===== src/rtl/smbt_pkg.sv =====
package smbt_pkg;
    localparam logic [6:0] ARA_ADDR   = 7'h0C;
    localparam logic [7:0] CMD_CLRERR = 8'h03;
    localparam logic [7:0] CMD_COMMIT = 8'h15;
    localparam logic [7:0] CMD_STATUS = 8'h7E;

    typedef enum logic [2:0] {
        PH_IDLE, PH_ADDR, PH_ACK, PH_RX, PH_TX, PH_ACKCHK, PH_WAIT
    } phase_e;

    // one byte through CRC-8, polynomial 0x07, MSB first
    function automatic logic [7:0] crc8_step(input logic [7:0] crc_in, input logic [7:0] data);
        logic [7:0] c;
        c = crc_in ^ data;
        for (int i = 0; i < 8; i++) begin
            c = c[7] ? ((c << 1) ^ 8'h07) : (c << 1);
        end
        return c;
    endfunction
endpackage


===== src/rtl/smbt_sync.sv =====
module smbt_sync #(
    parameter int FILT_LEN = 3
) (
    input  logic clk,
    input  logic rst_n,
    input  logic scl_i,
    input  logic sda_i,
    output logic scl_o,
    output logic sda_o,
    output logic scl_rise_o,
    output logic scl_fall_o,
    output logic start_o,
    output logic stop_o
);
    localparam int CW = $clog2(FILT_LEN + 1);

    typedef struct packed {
        logic [1:0]    scl_m;
        logic [1:0]    sda_m;
        logic [CW-1:0] scl_c;
        logic [CW-1:0] sda_c;
        logic          scl_f;
        logic          sda_f;
        logic          scl_p;
        logic          sda_p;
    } sync_t;

    sync_t q, d;

    always_comb begin
        d = q;
        d.scl_m = {q.scl_m[0], scl_i};
        d.sda_m = {q.sda_m[0], sda_i};
        // a level must differ for FILT_LEN straight cycles before it is taken
        if (q.scl_m[1] != q.scl_f) begin
            if (q.scl_c == CW'(FILT_LEN - 1)) begin
                d.scl_f = q.scl_m[1];
                d.scl_c = '0;
            end else begin
                d.scl_c = q.scl_c + 1'b1;
            end
        end else begin
            d.scl_c = '0;
        end
        if (q.sda_m[1] != q.sda_f) begin
            if (q.sda_c == CW'(FILT_LEN - 1)) begin
                d.sda_f = q.sda_m[1];
                d.sda_c = '0;
            end else begin
                d.sda_c = q.sda_c + 1'b1;
            end
        end else begin
            d.sda_c = '0;
        end
        d.scl_p = q.scl_f;
        d.sda_p = q.sda_f;
    end

    always_ff @(posedge clk or negedge rst_n) begin
        if (!rst_n) begin
            q <= '{scl_m: 2'b11, sda_m: 2'b11, scl_c: '0, sda_c: '0,
                   scl_f: 1'b1, sda_f: 1'b1, scl_p: 1'b1, sda_p: 1'b1};
        end else begin
            q <= d;
        end
    end

    assign scl_o      = q.scl_f;
    assign sda_o      = q.sda_f;
    assign scl_rise_o = q.scl_f & ~q.scl_p;
    assign scl_fall_o = ~q.scl_f & q.scl_p;
    assign start_o    = q.scl_f & q.scl_p & q.sda_p & ~q.sda_f;
    assign stop_o     = q.scl_f & q.scl_p & ~q.sda_p & q.sda_f;
endmodule


===== src/rtl/smbt_regs.sv =====
module smbt_regs
    import smbt_pkg::*;
#(
    parameter int          NREGS    = 4,
    parameter logic [7:0]  REG_BASE = 8'h20,
    parameter int          NFAULT   = 2
) (
    input  logic              clk,
    input  logic              rst_n,
    input  logic              wr_en_i,
    input  logic [7:0]        wr_cmd_i,
    input  logic [7:0]        wr_data_i,
    input  logic              clr_err_i,
    input  logic              err_set_i,
    input  logic              ara_done_i,
    input  logic [NFAULT-1:0] fault_i,
    input  logic [7:0]        rd_cmd_i,
    output logic [7:0]        rd_data_o,
    output logic              alert_o
);
    typedef struct packed {
        logic [NREGS-1:0][7:0] regs;
        logic                  err;
        logic                  alert;
    } rf_t;

    rf_t q, d;
    logic [NREGS-1:0] hit_wr, hit_rd;

    // per-register command decode
    for (genvar g = 0; g < NREGS; g++) begin : g_dec
        assign hit_wr[g] = (int'(wr_cmd_i) == int'(REG_BASE) + g);
        assign hit_rd[g] = (int'(rd_cmd_i) == int'(REG_BASE) + g);
    end

    always_comb begin
        d = q;
        for (int i = 0; i < NREGS; i++) begin
            if (wr_en_i && hit_wr[i]) d.regs[i] = wr_data_i;
        end
        if (clr_err_i) d.err = 1'b0;
        if (err_set_i) d.err = 1'b1;
        if (ara_done_i)                      d.alert = 1'b0;
        else if ((|fault_i) || err_set_i)    d.alert = 1'b1;
    end

    always_comb begin
        rd_data_o = 8'hFF;
        if (rd_cmd_i == CMD_STATUS) rd_data_o = {7'b0, q.err};
        for (int i = 0; i < NREGS; i++) begin
            if (hit_rd[i]) rd_data_o = q.regs[i];
        end
    end

    always_ff @(posedge clk or negedge rst_n) begin
        if (!rst_n) q <= '0;
        else        q <= d;
    end

    assign alert_o = q.alert;


    alert_release_chk: assert property (@(posedge clk) disable iff (!rst_n)
        ara_done_i |=> !alert_o);


    fault_reassert_chk: assert property (@(posedge clk) disable iff (!rst_n)
        (!alert_o && (|fault_i) && !ara_done_i) |=> alert_o);


    err_alert_chk: assert property (@(posedge clk) disable iff (!rst_n)
        (err_set_i && !ara_done_i) |=> (alert_o && rd_cmd_i != CMD_STATUS || alert_o && rd_data_o[0]));
endmodule


===== src/rtl/smbus_target.sv =====
module smbus_target
    import smbt_pkg::*;
#(
    parameter logic [6:0] TGT_ADDR = 7'h5A,
    parameter int         NREGS    = 4,
    parameter logic [7:0] REG_BASE = 8'h20,
    parameter int         NFAULT   = 2,
    parameter int         FILT_LEN = 3
) (
    input  logic              clk,
    input  logic              rst_n,
    input  logic              scl_i,
    input  logic              sda_i,
    input  logic              pec_required_i,
    input  logic [NFAULT-1:0] fault_i,
    output logic              sda_oe_o,
    output logic              alert_n_o,
    output logic              store_o
);
    typedef struct packed {
        phase_e     ph;
        logic [3:0] bcnt;
        logic [7:0] sh;
        logic [7:0] crc;
        logic [7:0] cmd;
        logic [7:0] wdat;
        logic [1:0] nb;
        logic       in_txn;
        logic       wr_dir;
        logic       rd_dir;
        logic       ara;
        logic       acked;
        logic       pec_tx;
        logic       oe;
        logic       store;
    } tgt_t;

    tgt_t q, d;

    logic scl_f, sda_f, scl_rise, scl_fall, start_c, stop_c;
    logic wr_en, clr_err, err_set, ara_done, alert;
    logic [7:0] rd_data;

    smbt_sync #(.FILT_LEN(FILT_LEN)) u_sync (
        .clk(clk), .rst_n(rst_n), .scl_i(scl_i), .sda_i(sda_i),
        .scl_o(scl_f), .sda_o(sda_f), .scl_rise_o(scl_rise), .scl_fall_o(scl_fall),
        .start_o(start_c), .stop_o(stop_c)
    );

    smbt_regs #(.NREGS(NREGS), .REG_BASE(REG_BASE), .NFAULT(NFAULT)) u_regs (
        .clk(clk), .rst_n(rst_n), .wr_en_i(wr_en), .wr_cmd_i(q.cmd), .wr_data_i(q.wdat),
        .clr_err_i(clr_err), .err_set_i(err_set), .ara_done_i(ara_done),
        .fault_i(fault_i), .rd_cmd_i(q.cmd), .rd_data_o(rd_data), .alert_o(alert)
    );

    logic       short_cmd, no_pec, has_pec, accept, commit;
    logic [1:0] base_n;
    logic       match_w, match_r, match_ara;
    logic [7:0] tx_byte;

    always_comb begin
        d       = q;
        d.store = 1'b0;
        wr_en   = 1'b0;
        clr_err = 1'b0;
        err_set = 1'b0;
        ara_done = 1'b0;

        short_cmd = (q.cmd == CMD_COMMIT) || (q.cmd == CMD_CLRERR);
        base_n    = short_cmd ? 2'd1 : 2'd2;
        no_pec    = (q.nb == base_n);
        has_pec   = (q.nb == base_n + 2'd1);
        accept    = (no_pec && !pec_required_i) || (has_pec && q.crc == 8'h00);
        commit    = q.in_txn && q.wr_dir && accept;

        match_w   = (q.sh[7:1] == TGT_ADDR) && !q.sh[0];
        match_r   = (q.sh[7:1] == TGT_ADDR) && q.sh[0];
        match_ara = (q.sh[7:1] == ARA_ADDR) && q.sh[0] && alert;
        tx_byte   = q.ara ? {TGT_ADDR, 1'b0} : rd_data;

        if (stop_c) begin
            if (commit) begin
                if (q.cmd == CMD_COMMIT)      d.store = 1'b1;
                else if (q.cmd == CMD_CLRERR) clr_err = 1'b1;
                else                          wr_en   = 1'b1;
            end
            err_set  = q.in_txn && q.wr_dir && has_pec && (q.crc != 8'h00);
            d.ph     = PH_IDLE;
            d.oe     = 1'b0;
            d.in_txn = 1'b0;
            d.wr_dir = 1'b0;
        end else if (start_c) begin
            if (!q.in_txn) begin
                d.crc    = 8'h00;
                d.nb     = 2'd0;
                d.wr_dir = 1'b0;
            end
            d.in_txn = 1'b1;
            d.ph     = PH_ADDR;
            d.bcnt   = 4'd0;
            d.oe     = 1'b0;
            d.ara    = 1'b0;
        end else begin
            unique case (q.ph)
                PH_ADDR, PH_RX: begin
                    if (scl_rise) begin
                        d.sh   = {q.sh[6:0], sda_f};
                        d.bcnt = q.bcnt + 4'd1;
                    end
                    if (scl_fall && q.bcnt == 4'd8) begin
                        d.bcnt = 4'd0;
                        if (q.ph == PH_ADDR) begin
                            if (match_w || match_r || match_ara) begin
                                d.crc    = crc8_step(q.crc, q.sh);
                                d.oe     = 1'b1;
                                d.ph     = PH_ACK;
                                d.rd_dir = q.sh[0];
                                d.ara    = match_ara;
                                d.wr_dir = match_w;
                                if (match_w) d.nb = 2'd0;
                            end else begin
                                d.ph = PH_WAIT;
                            end
                        end else begin
                            d.crc = crc8_step(q.crc, q.sh);
                            if (q.nb == 2'd0) d.cmd  = q.sh;
                            if (q.nb == 2'd1) d.wdat = q.sh;
                            if (q.nb != 2'd3) d.nb   = q.nb + 2'd1;
                            d.oe = 1'b1;
                            d.ph = PH_ACK;
                        end
                    end
                end
                PH_ACK: begin
                    if (scl_fall) begin
                        d.bcnt = 4'd0;
                        if (q.rd_dir) begin
                            d.sh     = tx_byte;
                            d.crc    = crc8_step(q.crc, tx_byte);
                            d.oe     = ~tx_byte[7];
                            d.pec_tx = 1'b0;
                            d.ph     = PH_TX;
                        end else begin
                            d.oe = 1'b0;
                            d.ph = PH_RX;
                        end
                    end
                end
                PH_TX: begin
                    if (scl_fall) begin
                        if (q.bcnt == 4'd7) begin
                            d.oe = 1'b0;
                            d.ph = PH_ACKCHK;
                            ara_done = q.ara && !q.pec_tx;
                        end else begin
                            d.sh   = {q.sh[6:0], 1'b0};
                            d.oe   = ~q.sh[6];
                            d.bcnt = q.bcnt + 4'd1;
                        end
                    end
                end
                PH_ACKCHK: begin
                    if (scl_rise) d.acked = ~sda_f;
                    if (scl_fall) begin
                        if (q.acked && !q.pec_tx) begin
                            d.sh     = q.crc;
                            d.oe     = ~q.crc[7];
                            d.pec_tx = 1'b1;
                            d.bcnt   = 4'd0;
                            d.ph     = PH_TX;
                        end else begin
                            d.ph = PH_WAIT;
                        end
                    end
                end
                default: ;
            endcase
        end
    end

    always_ff @(posedge clk or negedge rst_n) begin
        if (!rst_n) q <= '{ph: PH_IDLE, default: '0};
        else        q <= d;
    end

    assign sda_oe_o  = q.oe;
    assign alert_n_o = ~alert;
    assign store_o   = q.store;


    sda_hold_chk: assert property (@(posedge clk) disable iff (!rst_n)
        (scl_f && $past(scl_f)) |-> $stable(sda_oe_o));


    store_pulse_chk: assert property (@(posedge clk) disable iff (!rst_n)
        store_o |=> !store_o);


    nack_release_chk: assert property (@(posedge clk) disable iff (!rst_n)
        (q.ph == PH_WAIT) |-> !sda_oe_o);
endmodule


===== config.mk =====
export PLATFORM = sky130hd
export DESIGN_NAME = smbus_target
export DESIGN_NICKNAME = d
export VERILOG_FILES = /design/src/rtl/smbt_pkg.sv /design/src/rtl/smbt_sync.sv /design/src/rtl/smbt_regs.sv /design/src/rtl/smbus_target.sv
export SDC_FILE = /design/constraint.sdc
export NUM_CORES = 1
export LEC_CHECK = 0
export ABC_AREA = 0
export BUFFER_PORTS_ARGS = -buffer_cell sky130_fd_sc_hd__buf_4
export CORE_ASPECT_RATIO = 1.25
export CORE_UTILIZATION = 35
export CTS_BUF_LIST = sky130_fd_sc_hd__clkbuf_16
export CTS_CLUSTER_DIAMETER = 100
export DETAILED_ROUTE_END_ITERATION = 8
export HOLD_SLACK_MARGIN = 0.05
export PLACE_DENSITY_LB_ADDON = 0.08
export SYNTH_ARGS = -nofsm -noshare
export SYNTH_HDL_FRONTEND = slang
export SYNTH_HIERARCHICAL = 1
export SYNTH_SLANG_ARGS = --single-unit

===== constraint.sdc =====
create_clock -name clk -period 3.2 [get_ports clk]
set_input_delay 0.16 -clock clk [delete_from_list [all_inputs] [get_ports clk]]
set_output_delay 0.16 -clock clk [all_outputs]
set_load 0.01 [all_outputs]

Yosys cells after proc, flatten, opt, wreduce, memory -nomap -nowiden:

Cells that the tools add are included.

* input port bits: 7
* output and inout port bits: 3
* register bits after elaboration: 95

* reduce and logical (&&, ||, !) cells: 62
* muxes and demuxes: 103
* $add $sub $neg: 5
* bitwise operators: 36
* equality and inequality tests: 51

Operators by type and width (count)
* $mux 8: 12
* $mux 3: 25
* $pmux 15 s4: 1
* $not 3->3: 16
* $eq 8x7->1 const B: 5
* $mux 12: 3
* $mux 1: 34
* $mux 2: 17
* $mux 16: 2
* $ne 4x4->1 const B: 8
* $mux 15: 2
* $reduce_and 7->1: 4
* $mux 26: 1
* $ne 3x3->1 const B: 8
* $reduce_and 6->1: 4
* $mux 23: 1
* $ne 2x2->1 const B: 9
* $reduce_bool 3->1: 6
* $logic_and 1x1->1: 17
* $pmux 8 s2: 1
* $reduce_bool 2->1: 8
* $xor 8x8->8: 2
* $mux 7: 2
* $not 1->1: 11
* 34 further kinds: 58

Logic depth before layout (Yosys ltp):

* depth after elaboration: 29
* gate-level depth with buffers: 11
* depth with buffers taken out: 10

By module:

Netlist, hierarchy kept.

Modules (own cells, without submodules)
* smbus_target: seq. area each 1226.2 µm², area each 3440.8 µm², instances 1, cells each 354
* smbt_regs: seq. area each 850.8 µm², area each 1732.9 µm², instances 1, cells each 151
* smbt_sync: seq. area each 310.3 µm², area each 436.7 µm², instances 1, cells each 27

Worst setup path before layout:

Ideal clock, no wire load.

* path type: reg-to-reg
* from: reg q[18] (netlist name)
* to: reg q[28] (netlist name)
* slack: 102 ps
* buffers on the path: 1
* stages on the path, launching flop included: 12
* setup time: 136 ps
* clock period less this slack: 3098 ps
* required time: 3064 ps
* arrival: 2962 ps
* cells stage by stage: dfrtp_1 or3b_4 or3b_1 buf_2 a21oi_1 a21oi_1 xor2_1 nor2_1 xnor3_1 xnor3_1 a22oi_1 o22ai_1

==> qor_table.md <==
| Metric | Value |
|---|---|
| Transition time of the tightest slew-check pin | 0.8242 ns |
| FF-to-FF setup slack | 0.16 ns |
| Reg clk slew, reported paths | 0.07 ns |
| Run status | complete, no violations |
| Max_cap viols | 0 |
| Number of enable flip-flop cells after synthesis | 0 |
| Number of global-route vias before repair | 4,238 |
| Cell at the root of the clock tree | clkbuf_16 |
| Hold violation count in the final report | 0 |
| Worst Setup End Kind | register |
| Final design utilization | 41.12% |
| Top fanout value on the critical path | 6 |
| Clock sink count | 95 |
| Core Area | 15,630 sq um |
| Fmax | 328.7 MHz |
| Antenna violations before repair | 0 |
| Endpoint of the worst hold-timing path | u_sync/q[11] |
| Leakage power | 2.767 nW |
| WL final | 14.41 mm |
| Global placement routability congestion | 0.8821 |
| Flip-flop and latch count after synthesis | 95 |
| Synth area leaders | dfrtp_1 (39%), mux2_2 (11%), xnor2_1 (5.3%), dfstp_2 (3.7%), a21oi_1 (2.8%) |
| Main flop type after synthesis | dfrtp_1 |
| Post-synthesis cell type count | 81 |
| Leading cell type in the layout, fill and taps excluded | dfrtp_1 |
| Worst Hold Path Cells | 0 |
| CTS H-tree lvls | 3 |
| Pin count of the biggest net entering global routing | 65 |
| Placement row count | 51 |
| Number of I/O port buffers | 9 |
| Worst reg-to-reg path cell count | 10 |
| TritonCTS clock tree | yes |
| Area of the die | 16,540 sq um |
| Worst Hold Class | register to register |
| Number of detailed-routing iterations run before antenna repair | 5 |
| Total global routing overflow | 0 |
| Mean Syn Cell Area | 10.55 sq um |
| Area of the mapped netlist | 5610 sq um |
| Startpoint of the lowest-slack register-to-register path | q[25] |
| Initial cell density of the core | 35.89% |
| Syn nets | 544 |
| Area delta synth->final | 14.59% |
| I/O pin count | 10 |
| Via density per instance | 5.296 |
| Max IR drop VDD | 347.0 uV |
| Endpoint arrival time on the critical path | 3.26 ns |
| Total half-perimeter wirelength after legalization and detailed placement | 10.71 mm |
| Wire per inst | 18.36 um |
| Cell type with the highest aggregate area in the netlist | dfrtp_1 |
| Vias after detailed routing | 4,157 |
| Skew final | 0.006322 ns |
| Buffer depth of the longest clock path | 2 |
| Layout Cell Area excl Fill | 6429 sq um |
| # diodes | 0 |
| Seq/Total Area, Yosys | 42.55% |
| Fraction of post-synthesis cell area in the top cell type by area | 38.80% |
| Power consumption | 3.337 mW |
| Final clock period utilization by the worst path | 95.07% |
| Critical path startpoint category | register |
| Number of buffers created by CTS | 9 |
| Worst slew slack as a fraction of its limit | 45.05% |
| Crit path required time | 3.41 ns |
| DRC violation total after the first TritonRoute iteration | 178 |
| Min Clock Period, post-route | 3.042 ns |
| Total number of nets in the final design | 580 |
| Number of nets still failing antenna checks after routing | 0 |
| Wire length of the first global-routing pass | 23.73 mm |
| Final number of setup-violating endpoints | 0 |
| Residual DRC count | 0 |
| Cell area after placement | 6090 sq um |
| Classification of the worst setup path | register to register |
| Syn Inst Count | 532 |
| Width of the chip | 115.2 um |
| Overall global routing resource usage | 19.13% |
| Pwr per Cell Area | 519.0 nW/um^2 |
| Hold Crit Start | u_sync/d[11] |
| Fraction of layout cells with a size suffix above 1 | 26.88% |
| Post-synth ARST share | 100.0% |
| Commonest cells after routing, fill and taps aside | dfrtp_1 (87), mux2_2 (53), buf_4 (44), xnor2_1 (34), a21oi_1 (31) |
| Number of warning messages in the yosys log | 6 |
| Skew-Pair Late Insertion Delay | 0.35 ns |
| Height of the die | 143.6 um |
| Pins over their slew limit | 0 |
| R2R Path End | q[28] |
cells in the mapped netlist (all sizes together), types with 6 or more instances:
library cell / n
clkbuf: 8
nor2b: 12
a221oi: 8
nor3: 9
nor4: 6
buf: 17
nor2: 33
dfstp: 8
o22ai: 11
mux2: 54
nor3b: 7
a22oi: 8
xor2: 13
a21oi: 32
mux2i: 11
xnor2: 34
inv: 26
o211ai: 6
nand3: 12
o21ai: 29
nand2: 27
dfrtp: 87
kinds of logic (layout without fill, tap and decap cells):
| group | count (synthesis) | after routing | share of synthesized area, % |
|---|---|---|---|
| AO/OA/AOI/OAI | 120 | 120 | 14.34 |
| XOR/XNOR | 50 | 50 | 8.675 |
| adder cells (fa/ha/maj) | 5 | 5 | 1.115 |
| buffers and inverters | 51 | 92 | 4.215 |
| flip-flops | 95 | 95 | 42.55 |
| multiplexers | 65 | 65 | 12.87 |
| AND/OR/NAND/NOR | 146 | 146 | 16.24 |
per-layer routing:
layer | GRT usage [%] | share of wire (%)
met1 | 23.66 | 44
met2 | 33.89 | 52
met3 | 2.024 | 2.0
met4 | 7.587 | 2.0
met5 | 0 | 0
critical path, stage by stage, from the launching register on:
cell     delay (ns)
dfrtp_1        0.42
or3b_4         0.39
or3b_4         0.44
o21ai_0        0.11
a21oi_1        0.16
xor2_1         0.18
nor2_2         0.16
xnor3_1        0.38
xnor3_1        0.38
a22oi_1        0.19
o22ai_1        0.10
power breakdown:
part | internal (mW) | total, mW | switching, mW | leakage [nW]
clock network | 0.531 | 1.03 | 0.499 | 0.135
registers | 1.33 | 1.50 | 0.171 | 1.28
logic | 0.353 | 0.803 | 0.450 | 1.35
sequential cells by signal, summed over array words and instances (netlist names):
register,cells
q,47
sda_oe_o,1
store_o,1
u_regs/alert_o,1
u_regs/q,33
u_sync/d,2
u_sync/q,8
u_sync/scl_o,1
u_sync/sda_o,1
what timing repair did:
action,in CTS,in global routing
setup buffers,0,1
gates resized for setup,0,3
endpoints found under the hold margin,65,0
hold buffers,5,0
endpoints found under the setup margin,0,2
stage by stage:
stage	std cells	worst slack [ns]	TNS [ns]	hold WS (ns)
floorplan	532	0.1016	0	-0.1356
CTS	784	0.06266	0	0.3616
detailed placement	763	0.07385	0	0.2699
global placement	763	0.1416	0	0.2707
finish	785	0.1579	0	0.3589
global route	785	-0.02412	-0.02412	0.3664
layout make-up:
cell class              count  area (sq um)
clock inverters             7         48.80
inverters                  26         97.59
repair buffers             50         400.4
flip-flops and latches     95          2387
well taps                 212         265.3
fillers                  1537          9205
clock buffers               9         225.2
multi-input cells         386          3004
worst max-delay path by stage:
| stage | startpoint | endpoint | slack (ns) | depth (start not counted) |
|---|---|---|---|---|
| after CTS | q[25] | q[28] | 0.06 | 10 |
| after floorplan | q[18] | q[28] | 0.10 | 11 |
| after global placement | q[25] | q[28] | 0.14 | 10 |
| after detailed placement | q[25] | q[28] | 0.07 | 10 |
| after global routing | q[25] | q[28] | -0.02 | 10 |
| final | q[25] | q[28] | 0.16 | 10 |
(Power assumes the default switching activity.)
